==> config.mk <==
export PLATFORM = sky130hd
export DESIGN_NAME = alarm_status_reg
export DESIGN_NICKNAME = d
export VERILOG_FILES = /design/src/rtl/alarm_pkg.sv /design/src/rtl/alarm_ctrl.sv /design/src/rtl/alarm_datapath.sv /design/src/rtl/alarm_status_reg.sv
export SDC_FILE = /design/constraint.sdc
export NUM_CORES = 1
export LEC_CHECK = 0
export BUFFER_PORTS_ARGS = -buffer_cell sky130_fd_sc_hd__buf_2
export CAP_MARGIN = 15
export CORE_ASPECT_RATIO = 1.75
export CORE_UTILIZATION = 37
export DETAILED_ROUTE_END_ITERATION = 12
export GPL_TIMING_DRIVEN = 1
export MAX_ROUTING_LAYER = met4
export PLACE_DENSITY = 0.9
export SLEW_MARGIN = 40
export SYNTH_ARGS = -nofsm -noshare
export SYNTH_HDL_FRONTEND = slang
export SYNTH_SLANG_ARGS = --single-unit
==> constraint.sdc <==
create_clock -name clk -period 1.3 [get_ports clk]
set_input_delay 0.325 -clock clk [delete_from_list [all_inputs] [get_ports clk]]
set_output_delay 0.325 -clock clk [all_outputs]
set_load 0.005 [all_outputs]
==> src/rtl/alarm_pkg.sv <==
package alarm_pkg;
  localparam int REG_W = 8;
  localparam int ALM_N = 6;
  localparam int BIT_CLK  = 0;
  localparam int BIT_NCO  = 1;
  localparam int BIT_RALN = 2;
  localparam int BIT_LINK = 3;
  localparam int BIT_PLL  = 4;
  localparam int BIT_FIFO = 5;

  typedef struct packed {
    logic             softRst;
    logic             clrMain;
    logic             clrLane;
    logic             rdLane;
    logic [REG_W-1:0] clrData;
  } almStrobe_t;
endpackage

==> src/rtl/alarm_ctrl.sv <==
module alarm_ctrl
  import alarm_pkg::*;
(
  input  logic             softRst,
  input  logic             regWrEn,
  input  logic             regAddr,
  input  logic [REG_W-1:0] regWrData,
  output almStrobe_t       strb
);
  always_comb begin
    strb.softRst = softRst;
    strb.clrMain = regWrEn && !regAddr;
    strb.clrLane = regWrEn && regAddr;
    strb.rdLane  = regAddr;
    strb.clrData = regWrData;
  end
endmodule

==> src/rtl/alarm_datapath.sv <==
module alarm_datapath
  import alarm_pkg::*;
#(
  parameter int NUM_LANES = 8,
  parameter int NUM_NCO   = 2,
  parameter int ACC_W     = 16,
  parameter int DIV_W     = 4
) (
  input  logic                     clk,
  input  logic                     rstN,
  input  almStrobe_t               strb,
  input  logic [NUM_LANES-1:0]     laneActive,
  input  logic [NUM_LANES-1:0]     laneFifoErr,
  input  logic                     pllLocked,
  input  logic                     mode64b,
  input  logic                     linkEn,
  input  logic                     linkInData,
  input  logic                     linkStart,
  input  logic                     realignEvt,
  input  logic                     sysrefRealign,
  input  logic                     convEn,
  input  logic                     ncoSync,
  input  logic [NUM_NCO*ACC_W-1:0] ncoAccA,
  input  logic [NUM_NCO*ACC_W-1:0] ncoAccB,
  input  logic [DIV_W-1:0]         clkDivA,
  input  logic [DIV_W-1:0]         clkDivB,
  output logic [ALM_N-1:0]         mainAlm,
  output logic [NUM_LANES-1:0]     laneAlm,
  output logic [REG_W-1:0]         rdData
);
  localparam int PAD_W = REG_W - NUM_LANES;
  localparam int RES_W = REG_W - ALM_N;

  logic [NUM_NCO-1:0]   ncoMis;
  logic [NUM_LANES-1:0] laneHit;
  logic [ALM_N-1:0]     setVec;
  logic                 linkCond;
  logic                 unusedResv;

  for (genvar n = 0; n < NUM_NCO; n++) begin : g_ncoCmp
    assign ncoMis[n] = ncoAccA[n*ACC_W +: ACC_W] != ncoAccB[n*ACC_W +: ACC_W];
  end

  assign laneHit    = laneActive & laneFifoErr;
  assign linkCond   = mode64b ? (linkStart || realignEvt) : (linkEn && !linkInData);
  assign unusedResv = ^strb.clrData[REG_W-1:ALM_N];

  always_comb begin
    setVec           = '0;
    setVec[BIT_FIFO] = |laneHit;
    setVec[BIT_PLL]  = !pllLocked;
    setVec[BIT_LINK] = linkCond;
    setVec[BIT_RALN] = sysrefRealign;
    setVec[BIT_NCO]  = !convEn || ncoSync || (|ncoMis);
    setVec[BIT_CLK]  = clkDivA != clkDivB;
  end

  for (genvar b = 0; b < ALM_N; b++) begin : g_mainCell
    always_ff @(posedge clk or negedge rstN) begin
      if (!rstN)              mainAlm[b] <= 1'b1;
      else if (strb.softRst)  mainAlm[b] <= 1'b1;
      else if (setVec[b])     mainAlm[b] <= 1'b1;
      else if (strb.clrMain && strb.clrData[b]) mainAlm[b] <= 1'b0;
    end
  end

  for (genvar l = 0; l < NUM_LANES; l++) begin : g_laneCell
    always_ff @(posedge clk or negedge rstN) begin
      if (!rstN)              laneAlm[l] <= 1'b1;
      else if (strb.softRst)  laneAlm[l] <= 1'b1;
      else if (laneHit[l])    laneAlm[l] <= 1'b1;
      else if (strb.clrLane && strb.clrData[l]) laneAlm[l] <= 1'b0;
    end
  end

  if (PAD_W > 0) begin : g_padLane
    assign rdData = strb.rdLane ? {{PAD_W{1'b0}}, laneAlm} : {{RES_W{1'b0}}, mainAlm};
  end else begin : g_fullLane
    assign rdData = strb.rdLane ? laneAlm : {{RES_W{1'b0}}, mainAlm};
  end
endmodule

==> src/rtl/alarm_status_reg.sv <==
module alarm_status_reg
  import alarm_pkg::*;
#(
  parameter int NUM_LANES = 8,
  parameter int NUM_NCO   = 2,
  parameter int ACC_W     = 16,
  parameter int DIV_W     = 4
) (
  input  logic                     clk,
  input  logic                     rstN,
  input  logic                     softRst,
  input  logic                     regWrEn,
  input  logic                     regAddr,
  input  logic [REG_W-1:0]         regWrData,
  output logic [REG_W-1:0]         regRdData,
  input  logic [NUM_LANES-1:0]     laneActive,
  input  logic [NUM_LANES-1:0]     laneFifoErr,
  input  logic                     pllLocked,
  input  logic                     mode64b,
  input  logic                     linkEn,
  input  logic                     linkInData,
  input  logic                     linkStart,
  input  logic                     realignEvt,
  input  logic                     sysrefRealign,
  input  logic                     convEn,
  input  logic                     ncoSync,
  input  logic [NUM_NCO*ACC_W-1:0] ncoAccA,
  input  logic [NUM_NCO*ACC_W-1:0] ncoAccB,
  input  logic [DIV_W-1:0]         clkDivA,
  input  logic [DIV_W-1:0]         clkDivB
);
  almStrobe_t           strb;
  logic [ALM_N-1:0]     mainAlm;
  logic [NUM_LANES-1:0] laneAlm;

  alarm_ctrl ctrl_i (
    .softRst(softRst), .regWrEn(regWrEn), .regAddr(regAddr),
    .regWrData(regWrData), .strb(strb)
  );

  alarm_datapath #(
    .NUM_LANES(NUM_LANES), .NUM_NCO(NUM_NCO), .ACC_W(ACC_W), .DIV_W(DIV_W)
  ) dp_i (
    .clk(clk), .rstN(rstN), .strb(strb),
    .laneActive(laneActive), .laneFifoErr(laneFifoErr),
    .pllLocked(pllLocked), .mode64b(mode64b), .linkEn(linkEn),
    .linkInData(linkInData), .linkStart(linkStart), .realignEvt(realignEvt),
    .sysrefRealign(sysrefRealign), .convEn(convEn), .ncoSync(ncoSync),
    .ncoAccA(ncoAccA), .ncoAccB(ncoAccB), .clkDivA(clkDivA), .clkDivB(clkDivB),
    .mainAlm(mainAlm), .laneAlm(laneAlm), .rdData(regRdData)
  );
endmodule

==> results of run 1 <==
## critical path: stages, from the launching register on
cell and delay, ns:
dfstp_2 0.54, mux2_4 0.15, buf_6 0.09
## final cells by class
cell class	instances	share of cell area, %
multi-input cells	97	39.0
repair buffers	126	36.6
flip-flops and latches	14	19.4
clock buffers	4	2.91
well taps	27	1.79
inverters	1	0.198
## per-stage QoR
step                power (mW)  worst slack, ns
finish                    1.28          -0.0418
global route              1.34          -0.0687
CTS                       1.29          -0.0429
detailed placement       0.848           -0.251
global placement         0.841           -0.206
floorplan                0.609           0.0137
## placed cells by master, fill, tap and decap left out, types with 4 or more instances in the layout
master	count
nand2_1	19
buf_4	10
nor4_1	7
xor2_1	32
clkbuf_8	4
dfstp_2	14
buf_2	110
xnor2_1	4
a221o_1	7
mux2_4	6
buf_6	6
## power by group through the flow
stage               sequential, mW  clock (mW)  combinational [mW]
floorplan                    0.469           0               0.141
global placement             0.470           0               0.370
detailed placement           0.471           0               0.377
CTS                          0.465       0.432               0.396
global route                 0.467       0.441               0.433
finish                       0.466       0.420               0.393
## sequential cells by signal, indices dropped and copies added, names as in the netlist
| register | count |
|---|---|
| dp_i.laneAlm | 8 |
| dp_i.mainAlm | 6 |
## cell families after synthesis
| group | Yosys count | share of synthesized area [%] |
|---|---|---|
| AND/OR/NAND/NOR | 38 | 16.7 |
| XOR/XNOR | 36 | 28.5 |
| multiplexers | 6 | 6.10 |
| buffers and inverters | 4 | 2.15 |
| flip-flops | 14 | 33.2 |
| AO/OA/AOI/OAI | 17 | 13.3 |
## final timing paths
kind                                 start              end
hold reg to reg            dp_i.laneAlm[2]  dp_i.laneAlm[2]
min in group clk                 pllLocked  dp_i.mainAlm[4]
max in group asynchronous             rstN  dp_i.mainAlm[2]
setup / recovery           dp_i.laneAlm[1]     regRdData[1]
hold / removal                        rstN  dp_i.mainAlm[5]
setup reg to reg           dp_i.laneAlm[7]  dp_i.laneAlm[7]
## per-layer routing
| metal | wire length, um | global-route usage, % |
|---|---|---|
| met5 | 0 | - |
| met4 | 34 | 10.1 |
| met3 | 231 | 4.37 |
| met2 | 2100 | 45.1 |
| met1 | 1160 | 19.9 |
## timing repair
action                                  CTS  global route
hold endpoints to repair                  0             0
gates cloned                              0             0
pin swaps                                 0             3
setup buffers                             2             1
endpoints found under the setup margin    8             9
resized for setup                        13             0
==> impl_metrics.tcl, run 1 <==
set metrics [dict create \
    status "finished, violations left" \
    violations "DRC, setup timing" \
    reg2reg_slack_ns 0.45 \
    grt_setup_unrepaired "yes" \
    end_kind "primary output" \
    max_slew_margin_pct 76.1 \
    setup_slack_ns -0.0418 \
    placed_area_um2 1750 \
    synth-seq-cells 14 \
    synthFlopType "dfstp_2" \
    drt_wl_total_um 3520 \
    clkPwrFrac_pct 32.8 \
    avgViaCountPerCell 4.94 \
    dp.cells 262 \
    grt_pass1_wl_um 5350 \
    synthTopCellsByArea "dfstp_2 (33%), xor2_1 (25%), nand2_1 (6.4%)" \
    portBuffers 117 \
    numCtsBuffers 3 \
    grt_pass1_vias 1419 \
    die_area_um2 3220 \
    synth.top_cell.area_share_pct 33.2 \
    diodes 0 \
    clock_sinks 14 \
    multi_input_area_um2 738 \
    drive_gt1_share_pct 62.0 \
    io_pins 118 \
    reg2reg_depth 2 \
    final_antenna_net_count 0 \
    fin_nets 353 \
    fin_cells 269 \
    fin_crit_sh_pct 103 \
    die_h_um 74.4 \
    grt_usage_pct 22.8 \
    synth_warnings 0 \
    power_density_nw_per_um2 676 \
    clockBufferDepth 2 \
    leakagePower_nw 0.972 \
    comb_power_share_pct 30.8 \
    crit_required_ns 0.98 \
    clock_tree.root_cell "clkbuf_8" \
    slew_violations 0 \
    yosysMostFrequentCell "xor2_1" \
    floorplan.initialDensity_pct 39.8 \
    h-tree-depth 1 \
    dr_total_vias 1328 \
    synth_top_area_cell "dfstp_2" \
    wl_per_cell_um 13.1 \
    clkTransAtPathRegs_ns 0.06 \
    seq_power_share_pct 36.4 \
    drc 9 \
    drt_iter0_markers 40 \
    seq_area_frac_synth_pct 33.2 \
    setup_viol 7 \
    fin_hold_ws_ns 0.224 \
    dp_hpwl_um 3080 \
    synth_edf_count 0 \
    num-fill-cells 246 \
    seqCellArea_um2 368 \
    ir_drop_v 0.000381 \
    worstMarginPinSlew_ns 0.359 \
    grt-ovfl-total 0 \
    fin_util_pct 68.0 \
    core_area_um2 2780 \
    finalHoldViolCount 0 \
    p_switching_mw 0.321 \
    setup_tns_ns -0.200 \
    netlist_instances 115 \
    dr.pass1.iters 8 \
    critPathKind "reg2out" \
    rows 25 \
    swShare_pct 25.1 \
    grt_start_max_net_pins 15 \
    cap_violations 0 \
    async_reset_ff_share_pct 100 \
    tritoncts "yes" \
    path_max_fanout 2 \
    synthDistinctLibCells 27 \
    synth_common_cells "xor2_1 (32), nand2_1 (19), dfstp_2 (14)" \
    fin_skew_ns 0 \
    gp_congestion 0.763 \
    syn_nets 225 \
    p_int_mw 0.958 \
    area_delta_synth_final_pct 70.8 \
    critPathArrivalTime_ns 1.02 \
    holdBufCountCts 0 \
    synth_area_um2 1110 \
    antenna_found_initial 0 \
    max_freq_ghz 0.745 \
    hp-class "in2async" \
    insertion_delay_ns 0.24 \
    fin_area_um2 1890 \
    critPathLaunchType "register" \
    syn_avg_cell_area_um2 9.63 \
    die_w_um 43.4 \
    period_needed_ns 1.34 \
]
Power figures use the tool's default switching activity.
==> run 2, diff against run 1 <==
--- a/config.mk
+++ b/config.mk
@@ -13,6 +13,7 @@
 export GPL_TIMING_DRIVEN = 1
 export MAX_ROUTING_LAYER = met4
 export PLACE_DENSITY = 0.9
+export SETUP_SLACK_MARGIN = 0.05
 export SLEW_MARGIN = 40
 export SYNTH_ARGS = -nofsm -noshare
 export SYNTH_HDL_FRONTEND = slang
==> impl_metrics.tcl, run 2 (synthesis results as in run 1) <==
set metrics [dict create \
    max_freq_ghz 0.738 \
    ir_drop_v 0.000464 \
    grt_setup_unrepaired "yes" \
    gp_congestion 0.845 \
    die_w_um 43.4 \
    worstMarginPinSlew_ns 0.378 \
    crit_required_ns 0.98 \
    grt_pass1_vias 1281 \
    dp_hpwl_um 3340 \
    wl_per_cell_um 14.7 \
    power_density_nw_per_um2 689 \
    dr_total_vias 1346 \
    seqCellArea_um2 368 \
    final_antenna_net_count 0 \
    grt-ovfl-total 0 \
    critPathKind "reg2out" \
    clock_tree.root_cell "clkbuf_8" \
    max_slew_margin_pct 74.8 \
    io_pins 118 \
    cpLargestDelayFamily "flip-flops" \
    critPathLaunchType "register" \
    setup_slack_ns -0.0542 \
    numCtsBuffers 3 \
    clock_sinks 14 \
    drc 20 \
    placed_area_um2 1740 \
    rows 25 \
    mostFrequentLayoutCells "buf_2 (105), xor2_1 (32), nand2_1 (19), dfstp_2 (14), buf_6 (11)" \
    slowest_stage "dfstp_2" \
    fin_area_um2 1900 \
    path_max_fanout 2 \
    clockBufferDepth 2 \
    crit_path_max_incr_delay_ns 0.55 \
    fin_crit_sh_pct 104 \
    end_kind "primary output" \
    critPathArrivalTime_ns 1.03 \
    leakagePower_nw 0.970 \
    drt_iter0_markers 37 \
    die_area_um2 3220 \
    fin_util_pct 68.4 \
    num-fill-cells 243 \
    cp.buffers_inverters 1 \
    antenna_found_initial 0 \
    hp-class "in2async" \
    tritoncts "yes" \
    grt_usage_pct 24.6 \
    violations "DRC, setup timing" \
    avgViaCountPerCell 5.08 \
    dr.pass1.iters 8 \
    largest_register_ffs 8 \
    drive_gt1_share_pct 62.6 \
    drt_wl_total_um 3890 \
    holdBufCountCts 0 \
    insertion_delay_ns 0.24 \
    fin_nets 349 \
    floorplan.initialDensity_pct 39.8 \
    status "finished, violations left" \
    portBuffers 117 \
    h-tree-depth 1 \
    cap_violations 0 \
    diodes 0 \
    path_cells "mux2_4 > buf_6" \
    core_area_um2 2780 \
    multi_input_area_um2 749 \
    reg_top3 "dp_i.laneAlm (8), dp_i.mainAlm (6)" \
    period_needed_ns 1.35 \
    area_delta_synth_final_pct 72.0 \
    clkTransAtPathRegs_ns 0.06 \
    largest_register "dp_i.laneAlm" \
    slew_violations 0 \
    die_h_um 74.4 \
    finalHoldViolCount 0 \
    grt_start_max_net_pins 15 \
    setup_viol 8 \
    grt_pass1_wl_um 5620 \
    fin_skew_ns 0 \
    final_common_cell "buf_2" \
]
[run 2: per-layer routing]
metal | global-route usage [%] | wire [um]
met3 | 1.70 | 425
met2 | 36.7 | 1780
met1 | 35.2 | 1650
met4 | 7.64 | 38
met5 | - | 0
[run 2: metrics by stage]
stage,setup slack (ns),cells,hold slack [ns],power [mW],TNS [ns]
after CTS,-0.0423,265,0.225,1.30,-0.263
final,-0.0542,265,0.226,1.31,-0.276
after detailed placement,-0.169,261,0.457,0.851,-0.800
after floorplan,0.0287,115,0.177,0.609,0
after global routing,-0.0688,265,0.250,1.37,-0.392
after global placement,-0.193,261,0.449,0.845,-0.728
[run 2: final timing paths]
kind	start	depth (start not counted)	end	slack, ns
min in group clk	pllLocked	2	dp_i.mainAlm[4]	0.23
max in group asynchronous	rstN	1	dp_i.laneAlm[3]	1.04
worst min register to register	dp_i.laneAlm[2]	2	dp_i.laneAlm[2]	0.47
worst max register to register	dp_i.mainAlm[0]	2	dp_i.mainAlm[0]	0.49
worst max-delay path	dp_i.mainAlm[1]	2	regRdData[1]	-0.05
worst min-delay path	rstN	1	dp_i.laneAlm[0]	0.23
[run 2: power breakdown]
part / leakage (nW) / total (mW) / internal, mW / switching, mW
Clock: 0.0288 / 0.433 / 0.268 / 0.165
Combinational: 0.793 / 0.412 / 0.240 / 0.172
Sequential: 0.147 / 0.466 / 0.459 / 0.00721
Total: 0.970 / 1.31 / 0.966 / 0.345
[run 2: worst reg2reg max path, delay by kind of cell (launching register included)]
kind               cells  cell delay [ns]
DFF                    1             0.37
AOI/OAI and AO/OA      1             0.23
and+or+nand+nor        1             0.12
[run 2: what timing repair did]
item,4_1_cts,5_1_grt
buffers inserted,0,0
gates resized for setup,13,8
cloned,0,0
pin swaps,0,3
endpoints found under the setup margin,8,9
[run 2: area by class of cell]
type | count | area share [%]
Clock buffer | 4 | 2.89
Inverter | 1 | 0.197
Multi-Input combinational cell | 97 | 39.4
Sequential cell | 14 | 19.3
Tap cell | 27 | 1.77
Timing Repair Buffer | 122 | 36.5
